<file path="config.mk">
export PLATFORM = sky130hd
export DESIGN_NAME = stride_prefetch_buf
export DESIGN_NICKNAME = d
export VERILOG_FILES = /design/src/rtl/stride_pf_pkg.sv /design/src/rtl/sp_pick.sv /design/src/rtl/sp_lru_rank.sv /design/src/rtl/stride_prefetch_buf.sv
export SDC_FILE = /design/constraint.sdc
export NUM_CORES = 1
export LEC_CHECK = 0
export BUFFER_PORTS_ARGS = -buffer_cell sky130_fd_sc_hd__buf_2
export CAP_MARGIN = 20
export CORE_ASPECT_RATIO = 1.2
export CORE_MARGIN = 1.5
export CORE_UTILIZATION = 40
export DETAILED_ROUTE_END_ITERATION = 10
export PLACE_DENSITY = 0.59
export SYNTH_ARGS = -nofsm -noshare
export SYNTH_HDL_FRONTEND = slang
export SYNTH_SLANG_ARGS = --single-unit
</file>
<file path="constraint.sdc">
create_clock -name clk -period 13 [get_ports clk]
set_input_delay 0.65 -clock clk [delete_from_list [all_inputs] [get_ports clk]]
set_output_delay 0.65 -clock clk [all_outputs]
set_load 0.02 [all_outputs]
</file>
<file path="src/rtl/stride_pf_pkg.sv">
package stride_pf_pkg;
   function automatic int unsigned idx_bits(input int unsigned n);
      return (n > 1) ? $clog2(n) : 1;
   endfunction
endpackage

</file>
<file path="src/rtl/sp_pick.sv">
// Lowest-index priority picker.
module sp_pick #(
   parameter int N  = 4,
   parameter int IW = 2
) (
   input  logic [N-1:0]  req,
   output logic          any,
   output logic [IW-1:0] idx
);
   always_comb begin
      any = 1'b0;
      idx = '0;
      for (int i = N - 1; i >= 0; i--) begin
         if (req[i]) begin
            any = 1'b1;
            idx = IW'(i);
         end
      end
   end
endmodule

</file>
<file path="src/rtl/sp_lru_rank.sv">
// Recency ranks: 0 = most recent, N-1 = least recent. Two ordered touches per cycle.
module sp_lru_rank #(
   parameter int N  = 4,
   parameter int IW = 2
) (
   input  logic            clk,
   input  logic            rst_n,
   input  logic            a_en,
   input  logic [IW-1:0]   a_idx,
   input  logic            b_en,
   input  logic [IW-1:0]   b_idx,
   output logic [N*IW-1:0] rank_flat
);
   generate
      if (N == 1) begin : g_single
         assign rank_flat = '0;
      end else begin : g_multi
         logic [IW-1:0] r_q [N];
         logic [IW-1:0] r_a [N];
         logic [IW-1:0] r_b [N];

         always_comb begin
            r_a = r_q;
            if (a_en) begin
               for (int j = 0; j < N; j++)
                  if (IW'(j) != a_idx && r_q[j] < r_q[a_idx]) r_a[j] = r_q[j] + 1'b1;
               r_a[a_idx] = '0;
            end
            r_b = r_a;
            if (b_en) begin
               for (int j = 0; j < N; j++)
                  if (IW'(j) != b_idx && r_a[j] < r_a[b_idx]) r_b[j] = r_a[j] + 1'b1;
               r_b[b_idx] = '0;
            end
         end

         always_ff @(posedge clk) begin
            for (int j = 0; j < N; j++) begin
               if (!rst_n) r_q[j] <= IW'(j);
               else        r_q[j] <= r_b[j];
            end
         end

         for (genvar g = 0; g < N; g++) begin : g_out
            assign rank_flat[g*IW +: IW] = r_q[g];
         end
      end
   endgenerate
endmodule

</file>
<file path="src/rtl/stride_prefetch_buf.sv">
module stride_prefetch_buf
   import stride_pf_pkg::*;
#(
   parameter int ADDR_W     = 32,
   parameter int LINE_BYTES = 32,
   parameter int DATA_W     = 64,
   parameter int ENTRIES    = 4
) (
   input  logic              clk,
   input  logic              rst_n,
   input  logic              cfg_we,
   input  logic [ADDR_W-1:0] cfg_stride,
   input  logic              lk_valid,
   input  logic [ADDR_W-1:0] lk_addr,
   output logic              lk_ready,
   output logic              rsp_valid,
   output logic              rsp_hit,
   output logic [DATA_W-1:0] rsp_data,
   output logic              req_valid,
   output logic [ADDR_W-1:0] req_addr,
   input  logic              req_ready,
   input  logic              fill_valid,
   input  logic [ADDR_W-1:0] fill_addr,
   input  logic [DATA_W-1:0] fill_data
);
   localparam int OFF = $clog2(LINE_BYTES);
   localparam int LW  = ADDR_W - OFF;
   localparam int IW  = idx_bits(ENTRIES);

   generate
      if (ENTRIES < 1 || ENTRIES > 5) begin : g_bad_entries
         $error("ENTRIES must be 1 to 5");
      end
      if (LINE_BYTES < 2 || (1 << OFF) != LINE_BYTES) begin : g_bad_line
         $error("LINE_BYTES must be a power of two");
      end
   endgenerate

   logic [ENTRIES-1:0] ent_val, ent_pend, ent_iss;
   logic [LW-1:0]      ent_line [ENTRIES];
   logic [DATA_W-1:0]  ent_data [ENTRIES];
   logic [LW-1:0]      stride_q;

   logic [LW-1:0] lk_line, tgt_line, fill_line;
   assign lk_line   = lk_addr[ADDR_W-1:OFF];
   assign fill_line = fill_addr[ADDR_W-1:OFF];
   assign tgt_line  = lk_line + stride_q;   // modulo add = signed stride

   logic [ENTRIES-1:0] hit_vec, tgt_vec, issue_vec, fill_vec;
   for (genvar g = 0; g < ENTRIES; g++) begin : g_cmp
      assign hit_vec[g]   = ent_val[g] && ent_line[g] == lk_line;
      assign tgt_vec[g]   = ent_val[g] && ent_line[g] == tgt_line;
      assign issue_vec[g] = ent_val[g] && ent_pend[g] && !ent_iss[g];
      assign fill_vec[g]  = fill_valid && ent_val[g] && ent_pend[g] && ent_iss[g]
                            && ent_line[g] == fill_line;
   end

   logic          hit_any, free_any;
   logic [IW-1:0] hit_idx, free_idx, req_idx;

   sp_pick #(.N(ENTRIES), .IW(IW)) u_hit   (.req(hit_vec),   .any(hit_any),   .idx(hit_idx));
   sp_pick #(.N(ENTRIES), .IW(IW)) u_free  (.req(~ent_val),  .any(free_any),  .idx(free_idx));
   sp_pick #(.N(ENTRIES), .IW(IW)) u_issue (.req(issue_vec), .any(req_valid), .idx(req_idx));

   assign lk_ready = !(|(hit_vec & ent_pend));
   logic accept, buf_hit;
   assign accept  = lk_valid && lk_ready;
   assign buf_hit = accept && hit_any;

   // Victim: oldest filled entry other than the one just hit (it becomes newest).
   logic [ENTRIES*IW-1:0] rank_flat;
   logic [ENTRIES-1:0]    cand;
   logic                  lru_any, alloc;
   logic [IW-1:0]         lru_idx, best_rank, vic_idx;

   always_comb begin
      cand = ent_val & ~ent_pend;
      if (buf_hit) cand[hit_idx] = 1'b0;
      lru_any   = 1'b0;
      lru_idx   = '0;
      best_rank = '0;
      for (int i = 0; i < ENTRIES; i++) begin
         if (cand[i] && (!lru_any || rank_flat[i*IW +: IW] > best_rank)) begin
            lru_any   = 1'b1;
            lru_idx   = IW'(i);
            best_rank = rank_flat[i*IW +: IW];
         end
      end
      if (!lru_any && buf_hit) begin
         lru_any = 1'b1;
         lru_idx = hit_idx;
      end
      vic_idx = free_any ? free_idx : lru_idx;
      alloc   = accept && !(|tgt_vec) && (free_any || lru_any);
   end

   sp_lru_rank #(.N(ENTRIES), .IW(IW)) u_lru (
      .clk(clk), .rst_n(rst_n),
      .a_en(buf_hit), .a_idx(hit_idx),
      .b_en(alloc),   .b_idx(vic_idx),
      .rank_flat(rank_flat)
   );

   always_ff @(posedge clk) begin
      if (!rst_n) begin
         ent_val   <= '0;
         ent_pend  <= '0;
         ent_iss   <= '0;
         stride_q  <= LW'(1);
         rsp_valid <= 1'b0;
         rsp_hit   <= 1'b0;
         rsp_data  <= '0;
      end else begin
         if (cfg_we) stride_q <= cfg_stride[ADDR_W-1:OFF];
         for (int i = 0; i < ENTRIES; i++) begin
            if (fill_vec[i]) begin
               ent_data[i] <= fill_data;
               ent_pend[i] <= 1'b0;
            end
            if (req_valid && req_ready && req_idx == IW'(i)) ent_iss[i] <= 1'b1;
            if (alloc && vic_idx == IW'(i)) begin
               ent_val[i]  <= 1'b1;
               ent_pend[i] <= 1'b1;
               ent_iss[i]  <= 1'b0;
               ent_line[i] <= tgt_line;
            end
         end
         rsp_valid <= accept;
         rsp_hit   <= buf_hit;
         rsp_data  <= buf_hit ? ent_data[hit_idx] : '0;
      end
   end

   assign req_addr = {ent_line[req_idx], {OFF{1'b0}}};

   logic unused_low_bits;
   assign unused_low_bits = ^{lk_addr[OFF-1:0], fill_addr[OFF-1:0], cfg_stride[OFF-1:0]};
endmodule

</file>
==> results_dict.tcl <==
set metrics [dict create \
    status "completed" \
    max_freq_mhz 102 \
    worst-r2r-cell-count 34 \
    syn-instance-count 2030 \
    final.setup.tns_ns 0 \
    htreeDepth 2 \
    finalHoldViolCount 0 \
    postCtsSetupBuffers 0 \
    grt_pass1_vias 17900 \
    power_density_nw_per_um2 134 \
    fillers 5536 \
    synth_top_flop_cell "edfxtp_1" \
    pwr-share-clk_pct 40.3 \
    clock_path_buffers 3 \
    ir_worst_vdd_mv 0.119 \
    grt_use_total_pct 28.3 \
    relSlewSlack_pct 25.5 \
    numCtsBuffers 50 \
    seqPwrFrac_pct 46.0 \
    synth_cell_type_count 106 \
    critPathArrivalTime_ns 10.30 \
    io_buffers 245 \
    layout-drive-gt1-share_pct 18.2 \
    ff_latch_area_um2 13200 \
    first_pass_iters 7 \
    syn_area_um2 24100 \
    synth_top_cell_by_area "edfxtp_1" \
    combPwrFrac_pct 13.6 \
    dp_hpwl_mm 63.4 \
    antenna_left 0 \
    viasPerCell 5.93 \
    multi_input_area_um2 10300 \
    final_cells 3076 \
    path_depth 34 \
    critPathKind "flop to flop" \
    seq_area_frac_synth_pct 54.8 \
    floorplan.die_area_um2 61700 \
    p_int_mw 2.73 \
    critical-path-slowest-cell "nor2_1" \
    critPathMaxStageDelay_ns 0.81 \
    synthArstFlopShare_pct 0 \
    skew_ns 0.0497 \
    core_um2 59600 \
    grt_max_degree 68 \
    yosysTopAreaCellShare_pct 45.4 \
    postCtsResizedCells 0 \
    critPathBufInv 1 \
    period_share_pct 75.4 \
    dieHeight_um 272 \
    drt_wl_total_mm 88.3 \
    postSynthAreaPerCell_um2 11.9 \
    reg2reg_slack_ns 3.19 \
    critical_path.startpoint_type "flop" \
    cts-root-buf "clkbuf_16" \
    synth_most_common_cell "edfxtp_1" \
    rows 98 \
    required_ns 13.49 \
    yosys_warnings 0 \
    die-width_um 227 \
    synthTopCellsByCount "364 x edfxtp_1, 185 x xnor2_1, 178 x nand2_1" \
    clk_pin_slew_ns 0.07 \
    rsz0062_at_grt "false" \
    drt_iter0_markers 2242 \
    end_kind "flop" \
    cts_tree "yes" \
    path_max_fanout 13 \
    synth-edff-count 364 \
    drv_slew 0 \
    ys_ff_latch 477 \
    num_vias 18200 \
    dp.cells 2975 \
    grt_pass1_wl_mm 126 \
    holdPathStages 1 \
    cts_sinks 477 \
    drcViolationCount 0 \
    crit_top_cell "ha_1" \
    start_util_pct 40.4 \
    hold_class "primary input to flop" \
    p_leak_nw 10.2 \
    min_period_ns 9.81 \
    drv_cap 0 \
    antenna_found_initial 17 \
    grt-ovfl-total 0 \
    power_mw 3.71 \
    p_sw_share_pct 26.4 \
    wl_per_cell_um 28.7 \
    synth_area_leaders "edfxtp_1 45%, dfxtp_1 9.4%, xnor2_1 6.7%" \
    place.gp.congestion 1.01 \
    io_pins 266 \
    clkLatencyLatePin_ns 0.63 \
    critical_path.top_delay_family "simple AND/OR/NAND/NOR gates" \
    hold_buffers 0 \
    nets 2434 \
    fin_util_pct 46.6 \
    area_delta_synth_final_pct 15.2 \
    power.net_switching_uw 978 \
    setup_viol 0 \
    worstMarginPinSlew_ns 1.12 \
]
[logic make-up (layout without fill, tap and decap cells)]
group | count (synthesis) | in the layout | synth area share [%]
simple gates | 581 | 581 | 12.9
flops | 477 | 477 | 54.8
compound gates | 406 | 406 | 12.8
xor+xnor | 326 | 326 | 13.0
buf+inv | 165 | 400 | 2.92
fa+ha+maj | 41 | 41 | 2.16
mux | 33 | 33 | 1.39
other cells | 1 | 12 | 0.0156
[sequential cells by signal (all words and copies together) (netlist names)]
register,cells
rsp_hit,1
rsp_valid,1
ent_val,4
ent_iss,4
ent_data,256
rsp_data,64
ent_line,108
u_lru.rank_flat,8
ent_pend,4
stride_q,27
[layout by cell type (no fill, tap or decap), types with 18 or more instances in the layout]
cell type | netlist | layout
a21oi_1 | 115 | 115
a222oi_1 | 91 | 91
and3_1 | 19 | 18
buf_2 | 20 | 245
buf_4 | 9 | 22
clkbuf_16 | 0 | 50
dfxtp_1 | 113 | 113
edfxtp_1 | 364 | 364
ha_1 | 40 | 40
inv_1 | 38 | 38
mux2i_1 | 30 | 30
nand2_1 | 178 | 178
nand2b_1 | 37 | 37
nand3_1 | 36 | 36
nand4_1 | 62 | 62
nor2_1 | 84 | 82
nor3_1 | 21 | 20
nor4_1 | 49 | 47
o21ai_0 | 32 | 32
xnor2_1 | 185 | 185
xnor3_1 | 19 | 19
xor2_1 | 119 | 119
[metal layers]
layer / GRT usage [%] / vias to the layer above / wire length [µm]
met5: 0 / - / 136
met4: 11.4 / 22 / 3870
met3: 7.01 / 191 / 7710
met2: 45.8 / 886 / 41600
met1: 36.0 / 9023 / 35000
li1: - / 8112 / -
[power by group through the flow]
stage          sequential (mW)  clock, mW  combinational, mW
2_1_floorplan             1.72          0              0.321
3_3_place_gp              1.74          0              0.488
3_5_place_dp              1.74          0              0.492
4_1_cts                   1.70       1.52              0.495
5_1_grt                   1.71       1.57              0.538
6_report                  1.71       1.49              0.506
[metrics by stage]
step           cell area (µm²)  worst slack, ns  hold WS, ns
6_report                 27700             3.19        0.231
5_1_grt                  27700             2.64        0.217
3_3_place_gp             26000             3.13        0.473
4_1_cts                  27700             3.28        0.204
3_5_place_dp             26000             3.03        0.485
2_1_floorplan            24100             3.71        0.446
[worst paths after layout]
check | from | end
setup / recovery | ent_line[0][19]$_DFFE_PP_ | u_lru.rank_flat[7]$_SDFF_PN1_
hold / removal | fill_data[47] | ent_data[3][47]$_DFFE_PP_
setup reg to reg | ent_line[0][19]$_DFFE_PP_ | u_lru.rank_flat[7]$_SDFF_PN1_
hold reg to reg | ent_data[0][56]$_DFFE_PP_ | rsp_data[56]$_SDFF_PN0_
[final cells by class]
cell class,count,share of cell area (%)
clock inverter,24,1.14
multi-input combinational,1392,37.0
tap,800,3.61
antenna,7,0.0631
inverter,39,0.537
timing repair buffer,267,5.01
sequential,477,47.5
clock buffer,70,5.10
[worst reg2reg max path, delay by kind of cell, from the launching register on]
| family | cells | cell delay, ns |
|---|---|---|
| compound gates | 13 | 3.11 |
| xor+xnor | 1 | 0.27 |
| fa+ha+maj | 4 | 1.12 |
| buf+inv | 1 | 0.11 |
| flops | 1 | 0.63 |
| mux | 2 | 0.72 |
| simple gates | 13 | 3.71 |
No activity file was read; power rests on OpenSTA's default activity.
